### config.mk
export PLATFORM = sky130hd
export DESIGN_NAME = frame_walker
export DESIGN_NICKNAME = d
export VERILOG_FILES = /design/src/rtl/fw_pkg.sv /design/src/rtl/fw_classify.sv /design/src/rtl/fw_src_ram.sv /design/src/rtl/frame_walker.sv
export SDC_FILE = /design/constraint.sdc
export NUM_CORES = 1
export LEC_CHECK = 0
export BUFFER_PORTS_ARGS = -buffer_cell sky130_fd_sc_hd__buf_4
export CORE_AREA = 2 2 406 247
export DETAILED_ROUTE_END_ITERATION = 12
export DIE_AREA = 0 0 408 249
export SLEW_MARGIN = 20
export SYNTH_ARGS = -nofsm -noshare
export SYNTH_HDL_FRONTEND = slang
export SYNTH_SLANG_ARGS = --single-unit
### constraint.sdc
create_clock -name clk -period 18.6 [get_ports clk]
set_clock_uncertainty 0.05 [all_clocks]
set_input_delay 3.72 -clock clk [delete_from_list [all_inputs] [get_ports clk]]
set_output_delay 3.72 -clock clk [all_outputs]
set_load 0.01 [all_outputs]
### src/rtl/fw_pkg.sv
package fw_pkg;

  typedef enum logic [1:0] {
    OP_COPY = 2'd0,
    OP_XOR  = 2'd1,
    OP_DUAL = 2'd2,
    OP_RSVD = 2'd3
  } op_e;

  typedef enum logic [2:0] {
    E_NONE   = 3'd0,
    E_EARLY  = 3'd1,
    E_LEN    = 3'd2,
    E_MISM   = 3'd3,
    E_MANY   = 3'd4,
    E_COPYX  = 3'd5,
    E_BADOP  = 3'd6
  } err_e;

  typedef enum logic [1:0] {
    RL_CMD = 2'd0,
    RL_DST = 2'd1,
    RL_SRC = 2'd2
  } role_e;

endpackage

### src/rtl/fw_classify.sv
module fw_classify
  import fw_pkg::*;
#(
  parameter int LEN_W       = 24,
  parameter int ENT_W       = 5,
  parameter int MAX_LEN     = 1048576,
  parameter int MAX_ENTRIES = 19
) (
  input  logic [ENT_W-1:0] pos,
  input  op_e              op,
  input  logic [LEN_W-1:0] len,
  input  logic             fin,
  input  logic [LEN_W-1:0] ref_len,
  output role_e            role,
  output err_e             code
);

  localparam logic [LEN_W-1:0] LIM  = LEN_W'(MAX_LEN);
  localparam logic [ENT_W-1:0] LAST = ENT_W'(MAX_ENTRIES - 1);

  logic [ENT_W-1:0] ndst;
  logic             over, mism;

  always_comb begin
    ndst = (op == OP_DUAL) ? ENT_W'(2) : ENT_W'(1);
    if (pos == '0)         role = RL_CMD;
    else if (pos <= ndst)  role = RL_DST;
    else                   role = RL_SRC;

    over = (len > LIM);
    mism = (pos > ENT_W'(1)) && (len != ref_len);

    // precedence order is part of the behaviour
    if (role == RL_CMD && op == OP_RSVD)                      code = E_BADOP;
    else if (over)                                            code = E_LEN;
    else if (mism)                                            code = E_MISM;
    else if (fin && role != RL_SRC)                           code = E_EARLY;
    else if (role == RL_SRC && op == OP_COPY && !fin)         code = E_COPYX;
    else if (role == RL_SRC && !fin && pos == LAST)           code = E_MANY;
    else                                                      code = E_NONE;
  end

endmodule

### src/rtl/fw_src_ram.sv
module fw_src_ram #(
  parameter int DW    = 40,
  parameter int DEPTH = 17,
  parameter int AW    = 5
) (
  input  logic          clk,
  input  logic          we,
  input  logic [AW-1:0] waddr,
  input  logic [DW-1:0] wdata,
  input  logic [AW-1:0] raddr,
  output logic [DW-1:0] rdata
);

  logic [DW-1:0] mem [DEPTH];

  always_ff @(posedge clk) begin
    if (we) mem[waddr] <= wdata;
    rdata <= mem[raddr];
  end

endmodule

### src/rtl/frame_walker.sv
module frame_walker
  import fw_pkg::*;
#(
  parameter  int HI_W        = 8,
  parameter  int LO_W        = 32,
  parameter  int LEN_W       = 24,
  parameter  int MAX_LEN     = 1048576,
  parameter  int MAX_ENTRIES = 19,
  localparam int ADDR_W      = HI_W + LO_W,
  localparam int SRC_DEPTH   = MAX_ENTRIES - 2,
  localparam int IDX_W       = $clog2(SRC_DEPTH),
  localparam int CNT_W       = $clog2(SRC_DEPTH + 1)
) (
  input  logic              clk,
  input  logic              rst,
  input  logic              ent_valid,
  input  logic [LEN_W-1:0]  ent_len,
  input  logic [HI_W-1:0]   ent_addr_hi,
  input  logic [LO_W-1:0]   ent_addr_lo,
  input  logic              ent_final,
  input  logic [1:0]        job_op,
  input  logic [IDX_W-1:0]  src_rd_idx,
  output logic [ADDR_W-1:0] cmd_addr,
  output logic [LEN_W-1:0]  cmd_len,
  output logic [ADDR_W-1:0] dst0_addr,
  output logic [ADDR_W-1:0] dst1_addr,
  output logic [1:0]        dst_count,
  output logic [LEN_W-1:0]  job_len,
  output logic [CNT_W-1:0]  src_count,
  output logic [ADDR_W-1:0] src_rd_addr,
  output logic              done,
  output logic              err,
  output logic [2:0]        err_code
);

  localparam int ENT_W = $clog2(MAX_ENTRIES);
  localparam logic [LEN_W-1:0] LIM = LEN_W'(MAX_LEN);

  typedef enum logic [1:0] {S_IDLE, S_BODY, S_DRAIN} st_e;

  st_e              st;
  logic [ENT_W-1:0] pos_q, pos_cur;
  op_e              op_q, op_cur;
  logic [LEN_W-1:0] ref_q;
  role_e            role;
  err_e             code;
  logic [ADDR_W-1:0] addr_in;
  logic             wr_en;

  assign addr_in = {ent_addr_hi, ent_addr_lo};
  assign op_cur  = (st == S_IDLE) ? op_e'(job_op) : op_q;
  assign pos_cur = (st == S_IDLE) ? '0 : pos_q;

  fw_classify #(
    .LEN_W(LEN_W), .ENT_W(ENT_W), .MAX_LEN(MAX_LEN), .MAX_ENTRIES(MAX_ENTRIES)
  ) u_cls (
    .pos(pos_cur), .op(op_cur), .len(ent_len), .fin(ent_final),
    .ref_len(ref_q), .role(role), .code(code)
  );

  assign wr_en = ent_valid && (st == S_BODY) && (role == RL_SRC) && (code == E_NONE);

  fw_src_ram #(.DW(ADDR_W), .DEPTH(SRC_DEPTH), .AW(IDX_W)) u_ram (
    .clk(clk), .we(wr_en), .waddr(src_count[IDX_W-1:0]), .wdata(addr_in),
    .raddr(src_rd_idx), .rdata(src_rd_addr)
  );

  always_ff @(posedge clk) begin
    if (rst) begin
      st        <= S_IDLE;
      pos_q     <= '0;
      op_q      <= OP_COPY;
      ref_q     <= '0;
      cmd_addr  <= '0;
      cmd_len   <= '0;
      dst0_addr <= '0;
      dst1_addr <= '0;
      dst_count <= '0;
      job_len   <= '0;
      src_count <= '0;
      done      <= 1'b0;
      err       <= 1'b0;
      err_code  <= '0;
    end else begin
      done <= 1'b0;
      err  <= 1'b0;
      if (ent_valid) begin
        case (st)
          S_IDLE: begin
            if (code != E_NONE) begin
              err      <= 1'b1;
              err_code <= code;
              st       <= ent_final ? S_IDLE : S_DRAIN;
            end else begin
              cmd_addr  <= addr_in;
              cmd_len   <= ent_len;
              op_q      <= op_cur;
              dst_count <= (op_cur == OP_DUAL) ? 2'd2 : 2'd1;
              dst0_addr <= '0;
              dst1_addr <= '0;
              job_len   <= '0;
              ref_q     <= '0;
              src_count <= '0;
              pos_q     <= ENT_W'(1);
              st        <= S_BODY;
            end
          end
          S_BODY: begin
            if (code != E_NONE) begin
              err      <= 1'b1;
              err_code <= code;
              st       <= ent_final ? S_IDLE : S_DRAIN;
            end else begin
              pos_q <= pos_q + ENT_W'(1);
              if (role == RL_DST) begin
                if (pos_q == ENT_W'(1)) begin
                  dst0_addr <= addr_in;
                  ref_q     <= ent_len;
                  job_len   <= ent_len;
                end else begin
                  dst1_addr <= addr_in;
                end
              end else begin
                src_count <= src_count + CNT_W'(1);
                if (ent_final) begin
                  done <= 1'b1;
                  st   <= S_IDLE;
                end
              end
            end
          end
          S_DRAIN: begin
            if (ent_final) st <= S_IDLE;
          end
          default: st <= S_IDLE;
        endcase
      end
    end
  end

  AST_DONE_ERR_EXCL: assert property (@(posedge clk) disable iff (rst)
    !(done && err));
  AST_DONE_AFTER_FINAL: assert property (@(posedge clk) disable iff (rst)
    done |-> $past(ent_valid && ent_final));
  AST_ERR_HAS_CODE: assert property (@(posedge clk) disable iff (rst)
    err |-> err_code != 3'd0);
  AST_DONE_LEN_LIMIT: assert property (@(posedge clk) disable iff (rst)
    done |-> job_len <= LIM);
  AST_SRC_CNT_BOUND: assert property (@(posedge clk) disable iff (rst)
    src_count <= CNT_W'(SRC_DEPTH));
  AST_COPY_ONE_SRC: assert property (@(posedge clk) disable iff (rst)
    (done && op_q == OP_COPY) |-> src_count == CNT_W'(1));
  AST_DUAL_TWO_DST: assert property (@(posedge clk) disable iff (rst)
    (done && op_q == OP_DUAL) |-> dst_count == 2'd2);
  AST_DRAIN_HOLD: assert property (@(posedge clk) disable iff (rst)
    (st == S_DRAIN) |=> ($stable(src_count) && $stable(cmd_addr)));

endmodule

==> reports/summary.txt <==
status - finished clean
DRC Markers - 0
Pleak - 13.4 nW
Final Max Slew Viols - 0
Sum Neg Setup Slack - 0 ns
routability cong. - 0.815
clock tree buffer depth - 3
Via density - 5.15
Final ANT Viol Nets - 0
average routed wire per standard cell - 24.0 µm
io pins - 295
Synth top area share - 59.9%
share of layout cells above drive strength 1 - 31.2%
Worst-path clk slew - 0.06 ns
DRT Pass-1 Iters - 7
Slew headroom - 24.6%
# setup viols final - 0
final instance area - 40500 µm²
VDD IR-drop max - 0.0643 mV
Critical Path End - u_ram.mem[8][23]$_DFFE_PP_
vias in the first global route - 18700
area delta synth->final - 18.8%
Max Cap Viol - 0
pin count of the biggest net entering global routing - 100
period utilisation layout - 42.0%
PD cells - 100 nW/µm²
antenna violations before repair - 4
FF+latch count, synth - 909
RSZ-0062 raised after global routing - no
hold buffers post-CTS - 0
Final HPWL DP - 51600 µm
Max Clk Rate - 0.128 GHz
Post-CTS Setup Repair Bufs - 0
CP endpoint kind - flop
Root Driver - clkbuf_16
first-pass GRT wire length - 127000 µm
CP Max Fanout - 23
Chip Width - 408 µm
Setup Crit Path Kind - in -> reg
syn_nets - 1998
final WL - 86200 µm
CTS tree - done
Initial Util - 34.9%
critical path data required time - 18.87 ns
TritonCTS Buffers - 86
Seq/Total Area, Yosys - 73.3%
Fill cells - 8660
R2R Path End - u_ram.mem[8][23]$_DFFE_PP_
worst min path class - reg -> reg
Worst Path Arrival - 8.08 ns
Antenna Cells - 0
DP Area - 37800 µm²
nets - 2291
Die Height - 249 µm
gr ovfl total - 0
Fin. Hold Viols - 0
CTS H-tree lvls - 3
Iter 0 DRT Violations - 1899
overall power - 4.06 mW
Avg Inst Size Synth - 17.8 µm²
worst-margin pin slew - 1.13 ns
DR vias - 18500
Clock Latency Late Sink - 0.67 ns
Critical Path Start - job_op[1]
Die Area - 102000 µm²
top-count cell post-synth - edfxtp_1
main area contributors after synthesis - edfxtp_1 (60%), dfxtp_1 (13%), mux4_2 (13%)
# resized after CTS - 0
Post-Syn Instances - 1916
Worst R2R Path Depth - 12
clock sinks - 909
Synth area leader - edfxtp_1
number of synthesized flops with an enable pin - 680
GRT Overall Usage - 16.8%
ys flop type - edfxtp_1
crit path time final - 7.82 ns
Core Region - 97700 µm²
startpoint types - input pin
Ys Warns - 0
Rows - 89
PortBufs - 294
synth unique cells - 54
Synth top cells by count - edfxtp_1 (680), dfxtp_1 (229), mux4_2 (200), nand2_1 (176), a21oi_1 (115)
RR Startpoint - st[1]$_SDFFE_PP0P_
r2r setup slk - 13.05 ns
Synth async-reset ratio - 0%
Netlist Area Pre-Place - 34100 µm²
==> cells in the final DEF (no fill, tap or decap), types with 4 or more instances in the layout <==
cell type,instances
a21oi_1,114
a22o_1,21
and2_1,5
and3_1,6
buf_4,319
clkbuf_1,19
clkbuf_16,88
clkinv_1,20
clkinv_2,10
dfxtp_1,229
edfxtp_1,680
ha_1,7
inv_1,11
inv_6,7
mux2_2,41
mux2i_1,41
mux4_2,200
nand2_1,175
nand2b_1,43
nand3_1,94
nand4_1,9
nor2_1,19
nor2_4,16
nor3_1,5
nor4_1,9
o21a_1,4
o21ai_0,5
xnor2_1,26
==> through the flow <==
step | instances | worst slack, ns | hold WS [ns] | util [%]
global route | 3598 | 10.57 | 0.427 | 41.5
global placement | 3440 | 10.36 | 0.396 | 38.7
CTS | 3598 | 10.90 | 0.409 | 41.5
detailed placement | 3440 | 10.18 | 0.398 | 38.7
finish | 3598 | 10.78 | 0.408 | 41.5
floorplan | 1916 | 8.30 | 0.398 | -
==> metal layers <==
layer | up-vias | GRT usage (%) | wire [µm]
met5 | - | 0 | 0
met1 | 9705 | 24.6 | 39200
met4 | 0 | 4.01 | 1770
li1 | 8079 | - | -
met2 | 619 | 25.4 | 39300
met3 | 121 | 3.90 | 5980
==> where the power goes <==
part | internal, mW | leakage, nW | switching [mW]
combinational | 0.0762 | 4.18 | 0.105
sequential | 2.18 | 7.97 | 0.00326
clock | 0.926 | 1.29 | 0.764
total | 3.19 | 13.4 | 0.872
==> cells by family after synthesis <==
family | Yosys count | share of synthesized area [%]
flip-flops | 909 | 73.3
AO/OA/AOI/OAI | 160 | 2.76
AND/OR/NAND/NOR | 403 | 5.65
XOR/XNOR | 26 | 0.668
adder cells (fa/ha/maj) | 7 | 0.257
buffers and inverters | 129 | 1.56
multiplexers | 282 | 15.8
==> critical path: stages <==
cell and delay (ns):
buf_4 0.12, nor3b_1 0.13, a21oi_1 0.28, ha_1 0.31, nor2_1 0.20, o21ai_0 0.13, a31oi_1 0.40, mux2_2 0.49
nor3_4 0.55, nand3_1 0.52, nor2_4 0.70, buf_4 0.48
==> state kept, by name, summed over array words and instances, names as in the netlist <==
register / cells
src_count: 5
st: 2
u_ram.mem: 680
u_ram.rdata: 40
dst0_addr: 40
ref_q: 24
err_code: 3
done: 1
cmd_addr: 40
op_q: 2
pos_q: 5
dst_count: 2
dst1_addr: 40
err: 1
cmd_len: 24
==> worst min path at each step <==
stage	slack, ns	cells after the start	startpoint	endpoint
2_1_floorplan	0.40	1	u_ram.mem[16][0]$_DFFE_PP_	u_ram.rdata[0]$_DFF_P_
3_3_place_gp	0.40	2	cmd_addr[33]$_SDFFE_PP0P_	cmd_addr[33]$_SDFFE_PP0P_
3_5_place_dp	0.40	2	cmd_len[19]$_SDFFE_PP0P_	cmd_len[19]$_SDFFE_PP0P_
4_1_cts	0.41	2	cmd_addr[33]$_SDFFE_PP0P_	cmd_addr[33]$_SDFFE_PP0P_
5_1_grt	0.43	2	cmd_addr[35]$_SDFFE_PP0P_	cmd_addr[35]$_SDFFE_PP0P_
6_report	0.41	2	cmd_addr[0]$_SDFFE_PP0P_	cmd_addr[0]$_SDFFE_PP0P_
==> layout make-up <==
type	instances	area, µm²	share of cell area, %
clock buffers	110	2310	5.72
inverters	12	46.3	0.114
well taps	1319	1650	4.07
multi-input cells	878	8710	21.5
repair buffers	322	2430	6.01
flip-flops and latches	909	25000	61.7
clock inverters	48	344	0.850
No activity file was read; power rests on OpenSTA's default activity.
